$ cat src/rtl/irq_bank_pkg.sv
package irq_bank_pkg;

  // Word index of each register inside a bank slot (address bits [3:2]).
  localparam logic [1:0] REG_EVENT  = 2'd0;
  localparam logic [1:0] REG_ENABLE = 2'd1;
  localparam logic [1:0] REG_ACK    = 2'd2;
  localparam logic [1:0] REG_LEVEL  = 2'd3;

  // Strobes from the address decoder to the datapath.
  typedef struct packed {
    logic       rdHit;     // address falls in this bank's slot
    logic [1:0] rdSel;     // register word selected
    logic       enWrite;   // load enable register
    logic       ackWrite;  // apply write-one-to-clear on events
  } bank_strobe_t;

endpackage

$ cat src/rtl/irq_bank_ctrl.sv
module irq_bank_ctrl
  import irq_bank_pkg::*;
#(
  parameter int          ADDR_W    = 6,
  parameter logic [5:0]  BANK_BASE = 6'h20
) (
  input  logic [ADDR_W-1:0] regAddr,
  input  logic              regWrEn,
  output bank_strobe_t      strb
);

  logic       slotHit;
  logic [1:0] wordSel;

  // A bank slot is 16 bytes: upper address bits pick the slot.
  assign slotHit = (regAddr[ADDR_W-1:4] == BANK_BASE[ADDR_W-1:4]);
  assign wordSel = regAddr[3:2];

  always_comb begin
    strb          = '0;
    strb.rdHit    = slotHit;
    strb.rdSel    = wordSel;
    strb.enWrite  = regWrEn && slotHit && (wordSel == REG_ENABLE);
    strb.ackWrite = regWrEn && slotHit && (wordSel == REG_ACK);
  end

endmodule

$ cat src/rtl/irq_bank_dp.sv
module irq_bank_dp
  import irq_bank_pkg::*;
#(
  parameter int              NSRC        = 32,
  parameter int              SYNC_STAGES = 2,
  parameter logic [NSRC-1:0] LEVEL_MASK  = 32'h1ff0_0000,
  localparam int             VEC_W       = $clog2(NSRC)
) (
  input  logic             clk,
  input  logic             rstN,
  input  logic [NSRC-1:0]  srcIn,
  input  logic [NSRC-1:0]  regWrData,
  input  bank_strobe_t     strb,
  output logic [NSRC-1:0]  regRdData,
  output logic [NSRC-1:0]  eventQ,
  output logic [NSRC-1:0]  enableQ,
  output logic [NSRC-1:0]  levelQ,
  output logic             irqReq,
  output logic             vecValid,
  output logic [VEC_W-1:0] vecNum
);

  logic [NSRC-1:0] syncQ [SYNC_STAGES];
  logic [NSRC-1:0] prevQ;
  logic [NSRC-1:0] riseBits;
  logic [NSRC-1:0] ackBits;
  logic [NSRC-1:0] pendBits;

  // Synchronizer chain, one register stage per generate step.
  for (genvar s = 0; s < SYNC_STAGES; s++) begin : g_sync
    if (s == 0) begin : g_first
      always_ff @(posedge clk or negedge rstN)
        if (!rstN) syncQ[s] <= '0;
        else       syncQ[s] <= srcIn;
    end else begin : g_next
      always_ff @(posedge clk or negedge rstN)
        if (!rstN) syncQ[s] <= '0;
        else       syncQ[s] <= syncQ[s-1];
    end
  end

  assign levelQ   = syncQ[SYNC_STAGES-1];
  assign riseBits = levelQ & ~prevQ;
  assign ackBits  = strb.ackWrite ? regWrData : '0;

  always_ff @(posedge clk or negedge rstN) begin
    if (!rstN) begin
      prevQ   <= '0;
      eventQ  <= '0;
      enableQ <= '0;
    end else begin
      prevQ   <= levelQ;
      // A fresh edge wins over an acknowledge in the same cycle.
      eventQ  <= (eventQ & ~ackBits) | (riseBits & enableQ & ~LEVEL_MASK);
      if (strb.enWrite) enableQ <= regWrData;
    end
  end

  assign pendBits = (eventQ | (levelQ & LEVEL_MASK)) & enableQ;
  assign irqReq   = |pendBits;
  assign vecValid = irqReq;

  // Highest-numbered pending bit wins: later indices overwrite.
  always_comb begin
    vecNum = '0;
    for (int i = 0; i < NSRC; i++)
      if (pendBits[i]) vecNum = VEC_W'(i);
  end

  always_comb begin
    regRdData = '0;
    if (strb.rdHit) begin
      case (strb.rdSel)
        REG_EVENT:  regRdData = eventQ;
        REG_ENABLE: regRdData = enableQ;
        REG_LEVEL:  regRdData = levelQ;
        default:    regRdData = '0;
      endcase
    end
  end

endmodule

$ cat src/rtl/irq_bank.sv
module irq_bank
  import irq_bank_pkg::*;
#(
  parameter logic [5:0]  BANK_BASE  = 6'h20,
  parameter logic [31:0] LEVEL_MASK = 32'h1ff0_0000
) (
  input  logic        clk,
  input  logic        rstN,
  input  logic [31:0] srcIn,
  input  logic [5:0]  regAddr,
  input  logic        regWrEn,
  input  logic [31:0] regWrData,
  output logic [31:0] regRdData,
  output logic        irqReq,
  output logic        vecValid,
  output logic [4:0]  vecNum
);

  bank_strobe_t strb;
  logic [31:0]  eventQ;
  logic [31:0]  enableQ;
  logic [31:0]  levelQ;

  irq_bank_ctrl #(
    .ADDR_W    (6),
    .BANK_BASE (BANK_BASE)
  ) u_ctrl (
    .regAddr (regAddr),
    .regWrEn (regWrEn),
    .strb    (strb)
  );

  irq_bank_dp #(
    .NSRC        (32),
    .SYNC_STAGES (2),
    .LEVEL_MASK  (LEVEL_MASK)
  ) u_dp (
    .clk       (clk),
    .rstN      (rstN),
    .srcIn     (srcIn),
    .regWrData (regWrData),
    .strb      (strb),
    .regRdData (regRdData),
    .eventQ    (eventQ),
    .enableQ   (enableQ),
    .levelQ    (levelQ),
    .irqReq    (irqReq),
    .vecValid  (vecValid),
    .vecNum    (vecNum)
  );

endmodule

$ cat config.mk
export PLATFORM = sky130hd
export DESIGN_NAME = irq_bank
export DESIGN_NICKNAME = d
export VERILOG_FILES = /design/src/rtl/irq_bank_pkg.sv /design/src/rtl/irq_bank_ctrl.sv /design/src/rtl/irq_bank_dp.sv /design/src/rtl/irq_bank.sv
export SDC_FILE = /design/constraint.sdc
export NUM_CORES = 1
export LEC_CHECK = 0
export CAP_MARGIN = 10
export CORE_MARGIN = 2
export CORE_UTILIZATION = 50
export DETAILED_ROUTE_END_ITERATION = 8
export GPL_TIMING_DRIVEN = 0
export HOLD_SLACK_MARGIN = 0.08
export PLACE_DENSITY_LB_ADDON = 0.12
export REMOVE_ABC_BUFFERS = 1
export SLEW_MARGIN = 20
export SYNTH_ARGS = -nofsm -noshare
export SYNTH_HDL_FRONTEND = slang
export SYNTH_SLANG_ARGS = --single-unit
$ cat constraint.sdc
create_clock -name clk -period 2.4 [get_ports clk]
set_clock_uncertainty 0.1 [all_clocks]
set_input_delay 0.24 -clock clk [delete_from_list [all_inputs] [get_ports clk]]
set_output_delay 0.24 -clock clk [all_outputs]
set_load 0.01 [all_outputs]
# Yosys cells after proc, flatten, opt, wreduce, memory -nomap -nowiden

Index checks and enable logic that the tools add are counted.

Register bits after elaboration: 160
Latch bits: 0
RAM bits: 0
Bits in read-only memories: 0
Input bits: 73
Output and inout bits: 39
Memories kept: 0

Add/sub/neg operators: 0
Multiply operators: 0
Divide/modulo/power cells: 0
$lt $le $gt $ge: 0
Equality and inequality tests: 4
Shift operators: 0
Muxes and demuxes: 34
Bitwise gates (word level): 8
Reduce and logical (&&, ||, !) cells: 5

Operator list:

| kind               | number |
|---|---|
| $mux 5             | 30 |
| $and 32x32->32     | 4 |
| $pmux 32 s3        | 1 |
| $mux 32            | 2 |
| $not 32->32        | 2 |
| $or 32x29->32      | 1 |
| $or 32x32->32      | 1 |
| $reduce_or 32->1   | 1 |
| $eq 2x2->1 const B | 3 |
| $logic_and 1x1->1  | 3 |
| $eq 2x1->1 const B | 1 |
| $logic_not 2->1    | 1 |
| $mux 1             | 1 |

# Depth between registers and ports, before layout

Word-level depth: 33
Mapped depth: 7
Depth with buffers taken out: 5

# By module

A second synthesis with hierarchy kept.

Cell total of the unflattened synthesis: 559
Area total of the unflattened synthesis: 6311.1 sq um

By module, submodules not included:

| module        | times used | cells each | area each (sq um) | sequential area each (sq um) |
|---|---|---|---|---|
| irq_bank_dp   | 1          | 552        | 6237.2            | 3778.6 |
| irq_bank_ctrl | 1          | 7          | 73.8              | 0.0 |

# Worst setup path before layout

OpenSTA, ideal clock, no wires.

Kind: register -> output
Start point: reg u_dp.eventQ[9]
End point: out vecValid
Arrival time: 1.717 ns
Required time: 2.060 ns
Slack: 0.343 ns
Cell stages (with the launch flop): 6
Buffers on the path: 1
Cells stage by stage: dfrtp_1 a22o_1 a221oi_2 nand3_1 or4_1 buf_4

Word-level cells in the longest chain between the ends: 3

RTL lines:

| what                     | line              | source |
|---|---|---|
| start: declaration       | irq_bank_dp.sv:15 | `output logic [NSRC-1:0] eventQ,` |
| start signal: assignment | irq_bank_dp.sv:54 | `eventQ <= (eventQ & ~ackBits) \| (riseBits & enableQ & ~LEVEL_MASK);` |
| $or 32x29->32            | irq_bank_dp.sv:59 | `assign pendBits = (eventQ \| (levelQ & LEVEL_MASK)) & enableQ;` |
| $and 32x32->32           | irq_bank_dp.sv:59 |  |
| $reduce_or 32->1         | irq_bank_dp.sv:60 | `assign irqReq = \|pendBits;` |
| end: declaration         | irq_bank.sv:15    | `output logic vecValid,` |

No other way between the ends.

# Worst setup path in the final report

Start point: reg u_dp.syncQ, in the netlist u_dp.levelQ[24]
End point: out irqReq

Word-level cells in the longest chain between the ends: 3

RTL lines:

| what                             | line              | source |
|---|---|---|
| start: declaration               | irq_bank_dp.sv:23 | `logic [NSRC-1:0] syncQ [SYNC_STAGES];` |
| start signal: indexed assignment | irq_bank_dp.sv:38 | `else syncQ[s] <= syncQ[s-1];` |
| $or 32x29->32                    | irq_bank_dp.sv:59 |  |
| $and 32x32->32                   | irq_bank_dp.sv:59 |  |
| $reduce_or 32->1                 | irq_bank_dp.sv:60 |  |
| end: declaration                 | irq_bank.sv:14    | `output logic irqReq,` |

No other way between the ends.

==> results by group <==
Detailed routing
  – Antenna Nets Post-Route: 0
  – Final WL: between 10 and 15 mm
  – Met3 wire length: ~840 microns
  – Met2 routed WL: 6.94 mm
  – DRC Markers: 4
  – Met1 WL: 6.41 mm
  – Top routing layer used: met4
  – Via density: roughly 5.5
  – Routed length per instance: 17.6 microns
  – Total number of vias: 4521
  – Initial drt markers: 400
  – TritonRoute pass-1 iters: 7

Clock network
  – Clk sinks: between 150 and 200
  – CTS tree: done
  – Max clock buf depth: 2
  – Insertion delay to the later sink of the worst-skew pair: approximately 420 ps
  – Clock-pin slew on the worst setup and hold paths: 60 ps
  – CTS Buf Count: 17
  – CTS H-tree lvls: 4
  – Root buffer selected by CTS: clkbuf_16

Synthesis
  – Post-synth cell types: slightly above 40
  – Synthesized area: 5960 sq um
  – Seq/Total Area, Yosys: between 60% and 70%
  – Yosys Warn Count: 0
  – Share of flip-flops with an asynchronous set or reset: 100%
  – Post-Syn Area per Cell: ~11 sq um
  – Mapped Cells: 524
  – Post-synth EDFFs: 0
  – Main flop type after synthesis: dfrtp_1
  – Seq cells post-synth: 151

Placement
  – GPL Wtd Cong: around 0.8
  – DP HPWL: approximately 9.5 mm
  – Dpl cell area: about 7300 sq um
  – Placed instance count: about 760
  – IO Port Bufs: 109
  – Place WS: -743 ps

Worst hold path
  – Hold Path Cell Cnt: 1
  – WHS Endpoint: u_dp.syncQ[57]
  – Hold Startpoint: srcIn[25]
  – Hold Path Class: in2reg

Setup path
  – Reg2Reg Capture Point: u_dp.enableQ[19]
  – CP Cell Sequence: o21ai_4, nand4_1, nor2_2, nand2_1, or4_4, buf_2
  – Arr. time, crit path: approximately 2100 ps
  – Reg2Reg Setup Slack: 1330 ps
  – Slowest cell on the critical path: or4_4
  – Worst setup EP type: output pin
  – Kind of critical path: reg2out
  – Startpoint types: register
  – Largest delay share family, worst path: simple AND/OR/NAND/NOR gates
  – CP Buf/Inv Count: 1
  – Worst r2r src: u_dp.enableQ[19]
  – CP Data Required Time: just over 2000 ps
  – Worst-path maximum fanout: 4
  – Slowest stage delay, CP: approximately 500 ps
  – Worst R2R Path Depth: 2
  – CP startpoint: u_dp.levelQ[24]

STA
  – RSZ-0062 raised after global routing: yes
  – Slew at the pin with the worst max-slew slack: roughly 790 ps
  – Slew headroom: 47.6%
  – Fin crit period: 2460 ps
  – Fin crit share: 102%
  – Hold Vio Cnt, Final: 0
  – Setup Viol. Count Final: 3
  – Fin. max-slew vios: 0
  – Fin worst setup slack: -58.4 ps
  – Hold slack final: 154 ps
  – F_max: roughly 410 MHz

Floorplanning
  – Die height: ~110 microns
  – IO Pins: approximately 110
  – Chip width: 113 microns
  – Initial core utilization: between 50 and 60%
  – Rows: 39
  – Core Footprint: 11500 sq um
  – Die Area: approximately 13000 sq um

GRT
  – Vias in the first global route: around 4600
  – Largest net degree at the start of global routing: 86
  – Total GRT Usage: a little under a quarter
  – GRT overflow: 0
  – Initial antenna violation count: 0
  – First-pass GRT wire length: approximately 23 mm

Final layout
  – Fill cell count: 838
  – Final Instance Area: about 8000 sq um
  – Final Non-Filler Cells: around 800
  – Share of layout cells above drive strength 1: between 15 and 20%
  – Nets: between 700 and 800
  – Area grow syn2layout: 37.1%
  – Ant diodes: 0

Run status
  – Outcome: complete, but fails checks
  – Failing checks: DRC, setup timing

Power
  – Max IR drop VDD: between 0.6 and 0.7 mV
  – P per Cell Area: 850 nW/um^2
  – Power, Total: ~6900 uW
  – Leakage: around 0.0036 uW

Flow run
  – Maxcap violations: 0
-- cells by family after synthesis --
kind of cell           share of synthesized area (%)
buffers and inverters                           1.74
AO/OA/AOI/OAI                                   11.6
flip-flops                                      63.4
AND/OR/NAND/NOR                                 11.8
multiplexers                                    11.4
-- Yosys cell counts, types with 2 or more instances --
master | n | area share [%]
dfrtp_1 | 151 | 63
nand2_1 | 87 | 5.5
nor2_1 | 67 | 4.2
a21oi_1 | 37 | 3.1
mux2i_1 | 32 | 5.4
o21ai_1 | 30 | 2.5
mux2_2 | 19 | 3.6
clkbuf_1 | 13 | 0.82
mux2_1 | 13 | 2.5
a21boi_0 | 9 | 1.1
a22oi_1 | 8 | 1.0
buf_2 | 8 | 0.67
nand3_1 | 8 | 0.67
a22o_1 | 3 | 0.44
a31oi_1 | 3 | 0.32
o21ai_0 | 3 | 0.25
a222oi_1 | 2 | 0.34
a32o_1 | 2 | 0.34
a32oi_1 | 2 | 0.29
and2_1 | 2 | 0.21
inv_1 | 2 | 0.13
nand2b_1 | 2 | 0.21
nand3b_1 | 2 | 0.25
nand4_1 | 2 | 0.21
-- timing repair --
action                                 4_1_cts  5_1_grt
pin swaps                                    5        8
buffers inserted                             7       11
hold buffers                                 1        0
endpoints found under the hold margin       66        0
setup endpoints to repair                   39       20
cloned                                       1        0
gates resized for setup                     33       24
-- layout by cell type (no fill, tap or decap), types with 7 or more instances in the layout --
master             n
nor2_1            64
mux2_1            13
a21oi_1           37
clkdlybuf4s50_1  100
nand3_1            7
dfrtp_1          145
buf_4             18
nand2_1           87
mux2_2            19
o21ai_1           22
a21boi_0           9
mux2i_1           32
clkbuf_16         17
-- cell type report --
type                    instances  area [sq um]  area share (%)
clock buffers                  24           502            6.14
multi-input cells             349          2190            26.8
repair buffers                138          1440            17.6
inverters                       2          7.51          0.0919
well taps                     143           179            2.19
clock inverters                 8          70.1           0.858
flip-flops and latches        151          3790            46.3
-- registers in the layout, indices dropped and copies added, names as in the netlist --
signal,count
u_dp.enableQ,32
u_dp.eventQ,32
u_dp.levelQ,32
u_dp.syncQ,32
u_dp.prevQ,23
-- worst reg2reg max path: stages, from the launching register on --
cell and delay, ps:
dfrtp_2 440, buf_4 140, mux2_1 270
-- metrics by stage --
stage,setup TNS (ps),util [%]
after detailed placement,-21160,63.6
after floorplan,-253,-
after global routing,-458,70.9
after global placement,-993500,61.9
final,-129,70.9
after CTS,-247,69.7
-- metal layers --
metal  vias to the layer above  track usage [%]
met3                        13             6.05
li1                       2090                -
met2                       151             35.8
met4                         0             7.80
met1                      2267             33.5
met5                         -                0
-- how the worst max path moves through the flow --
stage | endpoint | slack, ps | cells after the start
global route | irqReq | -150 | 6
global placement | u_dp.syncQ[56] | -4830 | 1
CTS | irqReq | -70 | 5
floorplan | u_dp.enableQ[0] | -10 | 3
finish | irqReq | -60 | 6
detailed placement | regRdData[18] | -740 | 8
-- power by group --
| group | leakage [uW] | internal [uW] | total [uW] | switching [uW] |
|---|---|---|---|---|
| sequential | 0.00175 | 2830 | 3130 | 301 |
| combinational | 0.00155 | 677 | 1280 | 602 |
| clock | 0.000282 | 1550 | 2540 | 982 |
No activity file was read; power rests on OpenSTA's default activity.
